<file path="config.mk">
export PLATFORM = sky130hd
export DESIGN_NAME = ipl_merge_ack
export DESIGN_NICKNAME = d
export VERILOG_FILES = /design/src/rtl/ipl_pkg.sv /design/src/rtl/ipl_src_merge.sv /design/src/rtl/ipl_prio_enc.sv /design/src/rtl/ipl_ack_fsm.sv /design/src/rtl/ipl_merge_ack.sv
export SDC_FILE = /design/constraint.sdc
export NUM_CORES = 1
export LEC_CHECK = 0
export ABC_AREA = 1
export BUFFER_PORTS_ARGS = -buffer_cell sky130_fd_sc_hd__buf_2
export CORE_UTILIZATION = 35
export DETAILED_ROUTE_END_ITERATION = 10
export PLACE_DENSITY = 0.67
export SYNTH_ARGS = -nofsm -noshare
export SYNTH_HDL_FRONTEND = slang
export SYNTH_HIERARCHICAL = 1
export SYNTH_SLANG_ARGS = --single-unit
</file>
<file path="constraint.sdc">
create_clock -name clk -period 1.1 [get_ports clk]
set_input_delay 0.22 -clock clk [delete_from_list [all_inputs] [get_ports clk]]
set_output_delay 0.22 -clock clk [all_outputs]
set_load 0.005 [all_outputs]
</file>
<file path="src/rtl/ipl_pkg.sv">
package ipl_pkg;

    localparam int SLOTS        = 4;
    localparam int AUTOVEC_BASE = 24;

    typedef enum logic [1:0] {
        ST_IDLE,
        ST_GRANT,
        ST_SPUR
    } ack_state_t;

    function automatic logic level_served(input logic [2:0] lvl);
        return (lvl == 3'd2) || (lvl == 3'd4) || (lvl == 3'd5) || (lvl == 3'd6);
    endfunction

    function automatic logic [1:0] slot_of(input logic [2:0] lvl);
        logic [1:0] s;
        case (lvl)
            3'd4:    s = 2'd1;
            3'd5:    s = 2'd2;
            3'd6:    s = 2'd3;
            default: s = 2'd0;
        endcase
        return s;
    endfunction

endpackage

</file>
<file path="src/rtl/ipl_src_merge.sv">
module ipl_src_merge #(
    parameter int W = 1
) (
    input  logic [W-1:0] req_n,
    output logic         active
);
    always_comb begin
        active = ~(&req_n);
    end
endmodule

</file>
<file path="src/rtl/ipl_prio_enc.sv">
module ipl_prio_enc
    import ipl_pkg::*;
(
    input  logic             clk,
    input  logic             rst_n,
    input  logic [SLOTS-1:0] active,
    output logic [2:0]       ipl_n,
    output logic [SLOTS-1:0] pend_q
);
    logic [2:0] level_d;

    always_comb begin
        if (active[3])      level_d = 3'd6;
        else if (active[2]) level_d = 3'd5;
        else if (active[1]) level_d = 3'd4;
        else if (active[0]) level_d = 3'd2;
        else                level_d = 3'd0;
    end

    always_ff @(posedge clk or negedge rst_n) begin
        if (!rst_n) begin
            ipl_n  <= 3'b111;
            pend_q <= '0;
        end else begin
            ipl_n  <= ~level_d;
            pend_q <= active;
        end
    end

    AST_QUIET_LINES: assert property (@(posedge clk) disable iff (!rst_n)
        (active == '0) |=> (ipl_n == 3'b111));
    AST_TOP_LEVEL_WINS: assert property (@(posedge clk) disable iff (!rst_n)
        active[3] |=> (ipl_n == 3'b001));
    AST_LEVEL2_ALONE: assert property (@(posedge clk) disable iff (!rst_n)
        (active == 4'b0001) |=> (ipl_n == 3'b101));
endmodule

</file>
<file path="src/rtl/ipl_ack_fsm.sv">
module ipl_ack_fsm
    import ipl_pkg::*;
(
    input  logic             clk,
    input  logic             rst_n,
    input  logic [2:0]       fc,
    input  logic             as_n,
    input  logic [2:0]       ack_lvl,
    input  logic [SLOTS-1:0] pend_q,
    output logic [SLOTS-1:0] ack_n,
    output logic [7:0]       vec,
    output logic             vec_valid,
    output logic             spurious
);
    ack_state_t state_q, state_d;
    logic [2:0] lvl_q;
    logic       ack_cycle;
    logic       hit;

    always_comb begin
        ack_cycle = (fc == 3'b111) && !as_n;
        hit       = level_served(ack_lvl) && pend_q[slot_of(ack_lvl)];
    end

    always_comb begin
        state_d = state_q;
        unique case (state_q)
            ST_IDLE: begin
                if (ack_cycle) state_d = hit ? ST_GRANT : ST_SPUR;
            end
            ST_GRANT: begin
                if (as_n) state_d = ST_IDLE;
            end
            ST_SPUR: begin
                if (as_n) state_d = ST_IDLE;
            end
            default: state_d = ST_IDLE;
        endcase
    end

    always_ff @(posedge clk or negedge rst_n) begin
        if (!rst_n) begin
            state_q <= ST_IDLE;
            lvl_q   <= 3'd0;
        end else begin
            state_q <= state_d;
            if (state_q == ST_IDLE && ack_cycle) lvl_q <= ack_lvl;
        end
    end

    always_comb begin
        ack_n     = '1;
        vec       = 8'd0;
        vec_valid = 1'b0;
        spurious  = 1'b0;
        unique case (state_q)
            ST_IDLE: begin
            end
            ST_GRANT: begin
                ack_n[slot_of(lvl_q)] = 1'b0;
                vec       = 8'(AUTOVEC_BASE) + {5'd0, lvl_q};
                vec_valid = 1'b1;
            end
            ST_SPUR: begin
                vec       = 8'(AUTOVEC_BASE);
                vec_valid = 1'b1;
                spurious  = 1'b1;
            end
            default: begin
            end
        endcase
    end

    AST_ONE_STROBE: assert property (@(posedge clk) disable iff (!rst_n)
        $countones(~ack_n) <= 1);
    AST_STROBE_NEEDS_CYCLE: assert property (@(posedge clk) disable iff (!rst_n)
        (ack_n != '1) |-> $past(!as_n));
    AST_SPUR_NO_STROBE: assert property (@(posedge clk) disable iff (!rst_n)
        spurious |-> (ack_n == '1));
    AST_SPUR_VECTOR: assert property (@(posedge clk) disable iff (!rst_n)
        spurious |-> (vec == 8'd24));
    AST_RELEASE: assert property (@(posedge clk) disable iff (!rst_n)
        (state_q != ST_IDLE && as_n) |=> (ack_n == '1 && !vec_valid && !spurious));
endmodule

</file>
<file path="src/rtl/ipl_merge_ack.sv">
module ipl_merge_ack
    import ipl_pkg::*;
#(
    parameter int L2_SRC = 4,
    parameter int L4_SRC = 4,
    parameter int L5_SRC = 1,
    parameter int L6_SRC = 3
) (
    input  logic              clk,
    input  logic              rst_n,
    input  logic [L2_SRC-1:0] lvl2_req_n,
    input  logic [L4_SRC-1:0] lvl4_req_n,
    input  logic [L5_SRC-1:0] lvl5_req_n,
    input  logic [L6_SRC-1:0] lvl6_req_n,
    input  logic [2:0]        fc,
    input  logic              as_n,
    input  logic [2:0]        ack_lvl,
    output logic [2:0]        ipl_n,
    output logic [3:0]        ack_n,
    output logic [7:0]        vec,
    output logic              vec_valid,
    output logic              spurious
);
    logic [SLOTS-1:0] active;
    logic [SLOTS-1:0] pend_q;

    ipl_src_merge #(.W(L2_SRC)) u_m2 (.req_n(lvl2_req_n), .active(active[0]));
    ipl_src_merge #(.W(L4_SRC)) u_m4 (.req_n(lvl4_req_n), .active(active[1]));
    ipl_src_merge #(.W(L5_SRC)) u_m5 (.req_n(lvl5_req_n), .active(active[2]));
    ipl_src_merge #(.W(L6_SRC)) u_m6 (.req_n(lvl6_req_n), .active(active[3]));

    ipl_prio_enc u_enc (
        .clk    (clk),
        .rst_n  (rst_n),
        .active (active),
        .ipl_n  (ipl_n),
        .pend_q (pend_q)
    );

    ipl_ack_fsm u_fsm (
        .clk       (clk),
        .rst_n     (rst_n),
        .fc        (fc),
        .as_n      (as_n),
        .ack_lvl   (ack_lvl),
        .pend_q    (pend_q),
        .ack_n     (ack_n),
        .vec       (vec),
        .vec_valid (vec_valid),
        .spurious  (spurious)
    );
endmodule

</file>
==> results.cfg <==
[critical_path]
cpPeakStageDelay_ns = 0.38
cp.depth = 5
rr_startpoint = u_fsm/state_q[0]$_DFFE_PN0P_
r2r_setup_slack_ns = -0.17
r2r_cells = 9
cp-startpoint = u_fsm/state_q[0]$_DFFE_PN0P_
path_cells = inv_2 > ha_4 > inv_4 > nor3_2 > buf_2
path_buf_inv = 3
cp-endpoint = vec[1]
critPathMaxFanout = 4
crit_family = flip-flops
cp.arrival_ns = 1.29
reg2reg_to = u_fsm/state_q[0]$_DFFE_PN0P_
worstSetupEndpointType = output pin
worstPathRequired_ns = 0.88
startpoint_type = flip-flop
path_class = flip-flop to output pin
cp_slowest_cell = dfrtp_1

[placement]
dpl.cell_count = 159
io_buffer_count = 34
hpwl_mm = 1.15
place_congestion = 0.719
place_area_sq_um = 937
dp_slack_ns = -0.138

[global_routing]
grt_overflow_total = 0
antenna_found_initial = 0
grt_pass1_vias = 670
grt_use_total_pct = 15.3
grt_max_degree = 13
grt_pass1_wl_mm = 2.34

[sta]
timing.final.ws_setup_ns = -0.407
finalHoldViolations = 0
finalMaxSlewViolations = 0
rsz0062_at_grt = true
setup_viol = 16
skew_ns = 0.00134
fin_crit_sh_pct = 137
timing.fmax_mhz = 663
min_period_ns = 1.51

[clock_network]
clkTransAtPathRegs_ns = 0.08
htreeDepth = 1
root_buffer = clkbuf_4
cts_made_buffers = 3
cts_tree = yes
clockBufferDepth = 2
cts.sinks = 12
clkLatencyLatePin_ns = 0.27

[floorplanning]
die_h_um = 47.1
chipWidth_um = 47.1
floorplan.initialDensity_pct = 39.0
fp.dieArea_sq_mm = 0.00221
row_count = 15
core_sq_mm = 0.00182
io_pins = 38

[routing]
final_antenna_net_count = 0
wire_per_inst_um = 9.15
via_per_inst = 4.35
vias = 735
drc = 0
first_iter_violations = 5
wl_mm = 1.55
dr.pass1.iters = 3

[yosys]
synth.area.top_cells = dfrtp_1 32%, nand2_1 18%, dfstp_2 11%
synthCells = 100
synth-seq-cells = 12
synth_top_area_cell = dfrtp_1
synth_top_area_share_pct = 31.7
synthDistinctLibCells = 14
ys_seq_area_share_pct = 42.8
syn_avg_cell_area_sq_um = 7.11
yosysWarnings = 6
synth.cell_area_sq_um = 711

[power_and_ir_drop]
combPwrFrac_pct = 56.3
power_per_cell_area_mw_per_mm2 = 1950
ir_worst_vdd_mv = 1.11
p_sw_mw = 0.756
finalPower_mw = 2.16
p_int_mw = 1.40
switching_share_pct = 35.0
p_leak_nw = 0.612
clkPwrFrac_pct = 16.3
pwr-share-seq_pct = 27.4

[finish]
drive_above_1_share_pct = 43.1
mostFrequentLayoutCells = 34 x nand2_1, 28 x buf_2, 17 x inv_1
syn2layout_area_growth_pct = 55.6
num_antenna_cells = 0
nets = 169
design_area_sq_mm = 0.00111
final_util_pct = 60.8
fill_cells = 156
layout.cells.most_common = nand2_1
layout.cells.non_filler = 169

[job]
cap_violations = 0

[outcome]
violations = negative setup slack
status = complete, but fails checks

[min_path]
min_path_type = input port to flip-flop
-- sequential cells by signal (all words and copies together) (netlist names) --
| register | flops |
|---|---|
| u_fsm/state_q | 2 |
| u_fsm/lvl_q | 3 |
| u_enc/pend_q | 4 |
| u_enc/ipl_n | 3 |
-- timing repair --
action,CTS,global route
setup endpoints to repair,16,19
pin swaps,5,1
hold buffers,1,0
endpoints found under the hold margin,9,0
resized for setup,12,5
buffers inserted,4,3
-- worst min path at each step --
stage                                            to  depth (start not counted)        from  slack, ns
after global routing      u_enc/pend_q[2]$_DFF_PN0_                          2  lvl5_req_n       0.12
after CTS                 u_enc/pend_q[2]$_DFF_PN0_                          2  lvl5_req_n       0.11
after detailed placement  u_enc/pend_q[3]$_DFF_PN0_                          1       rst_n       0.11
final                     u_enc/pend_q[2]$_DFF_PN0_                          2  lvl5_req_n       0.12
after floorplan           u_enc/pend_q[0]$_DFF_PN0_                          0       rst_n      -0.08
after global placement    u_enc/pend_q[3]$_DFF_PN0_                          1       rst_n       0.10
-- kinds of logic after synthesis --
logic type,synth area share [%]
and+or+nand+nor,30.8
buffers and inverters,16.4
DFF,42.8
AOI/OAI and AO/OA,4.22
adders and majority gates,5.28
other,0.528
-- stage by stage --
stage / TNS, ns / hold slack [ns]
2_1_floorplan: 0 / -0.0756
3_3_place_gp: -0.752 / 0.104
3_5_place_dp: -0.929 / 0.110
4_1_cts: -4.43 / 0.115
5_1_grt: -5.14 / 0.120
6_report: -4.33 / 0.120
-- synth_stat cells (all sizes together) --
cell,count
nand2,34
inv,21
dfrtp,9
nand3,8
nor2,7
buf,5
o21ai,5
dfstp,3
ha,3
nor3,3
a21oi,1
conb,1
-- worst register-to-register path: stages (launching register included) --
cell and delay, ns:
dfrtp_1 0.38, inv_2 0.07, ha_4 0.28, inv_4 0.05, buf_6 0.11, nor2_4 0.09
inv_1 0.05, nand2_1 0.07, nand2_1 0.05, nand2_1 0.06
-- per-layer routing --
metal  global-route usage (%)  routed length [um]  up-vias
met3                     2.31                  86        2
met5                        0                   0        -
li1                         -                   -      379
met1                     14.5                 628      317
met2                     31.4                 812       37
met4                     6.86                  19        0
-- power by group through the flow --
stage               registers, mW  logic (mW)  clock network [mW]
CTS                         0.596        1.12               0.361
floorplan                   0.596       0.583                   0
finish                      0.592        1.22               0.351
global placement            0.603       0.779                   0
detailed placement          0.606       0.804                   0
global route                0.606        1.34               0.382
-- layout make-up --
type	count	area (sq um)	share of cell area, %
Multi-Input combinational cell	64	360	32.6
Tap cell	25	31.3	2.83
Sequential cell	12	304	27.5
Clock buffer	4	36.3	3.28
Inverter	21	81.3	7.35
Timing Repair Buffer	43	293	26.5
Power figures use the tool's default switching activity.
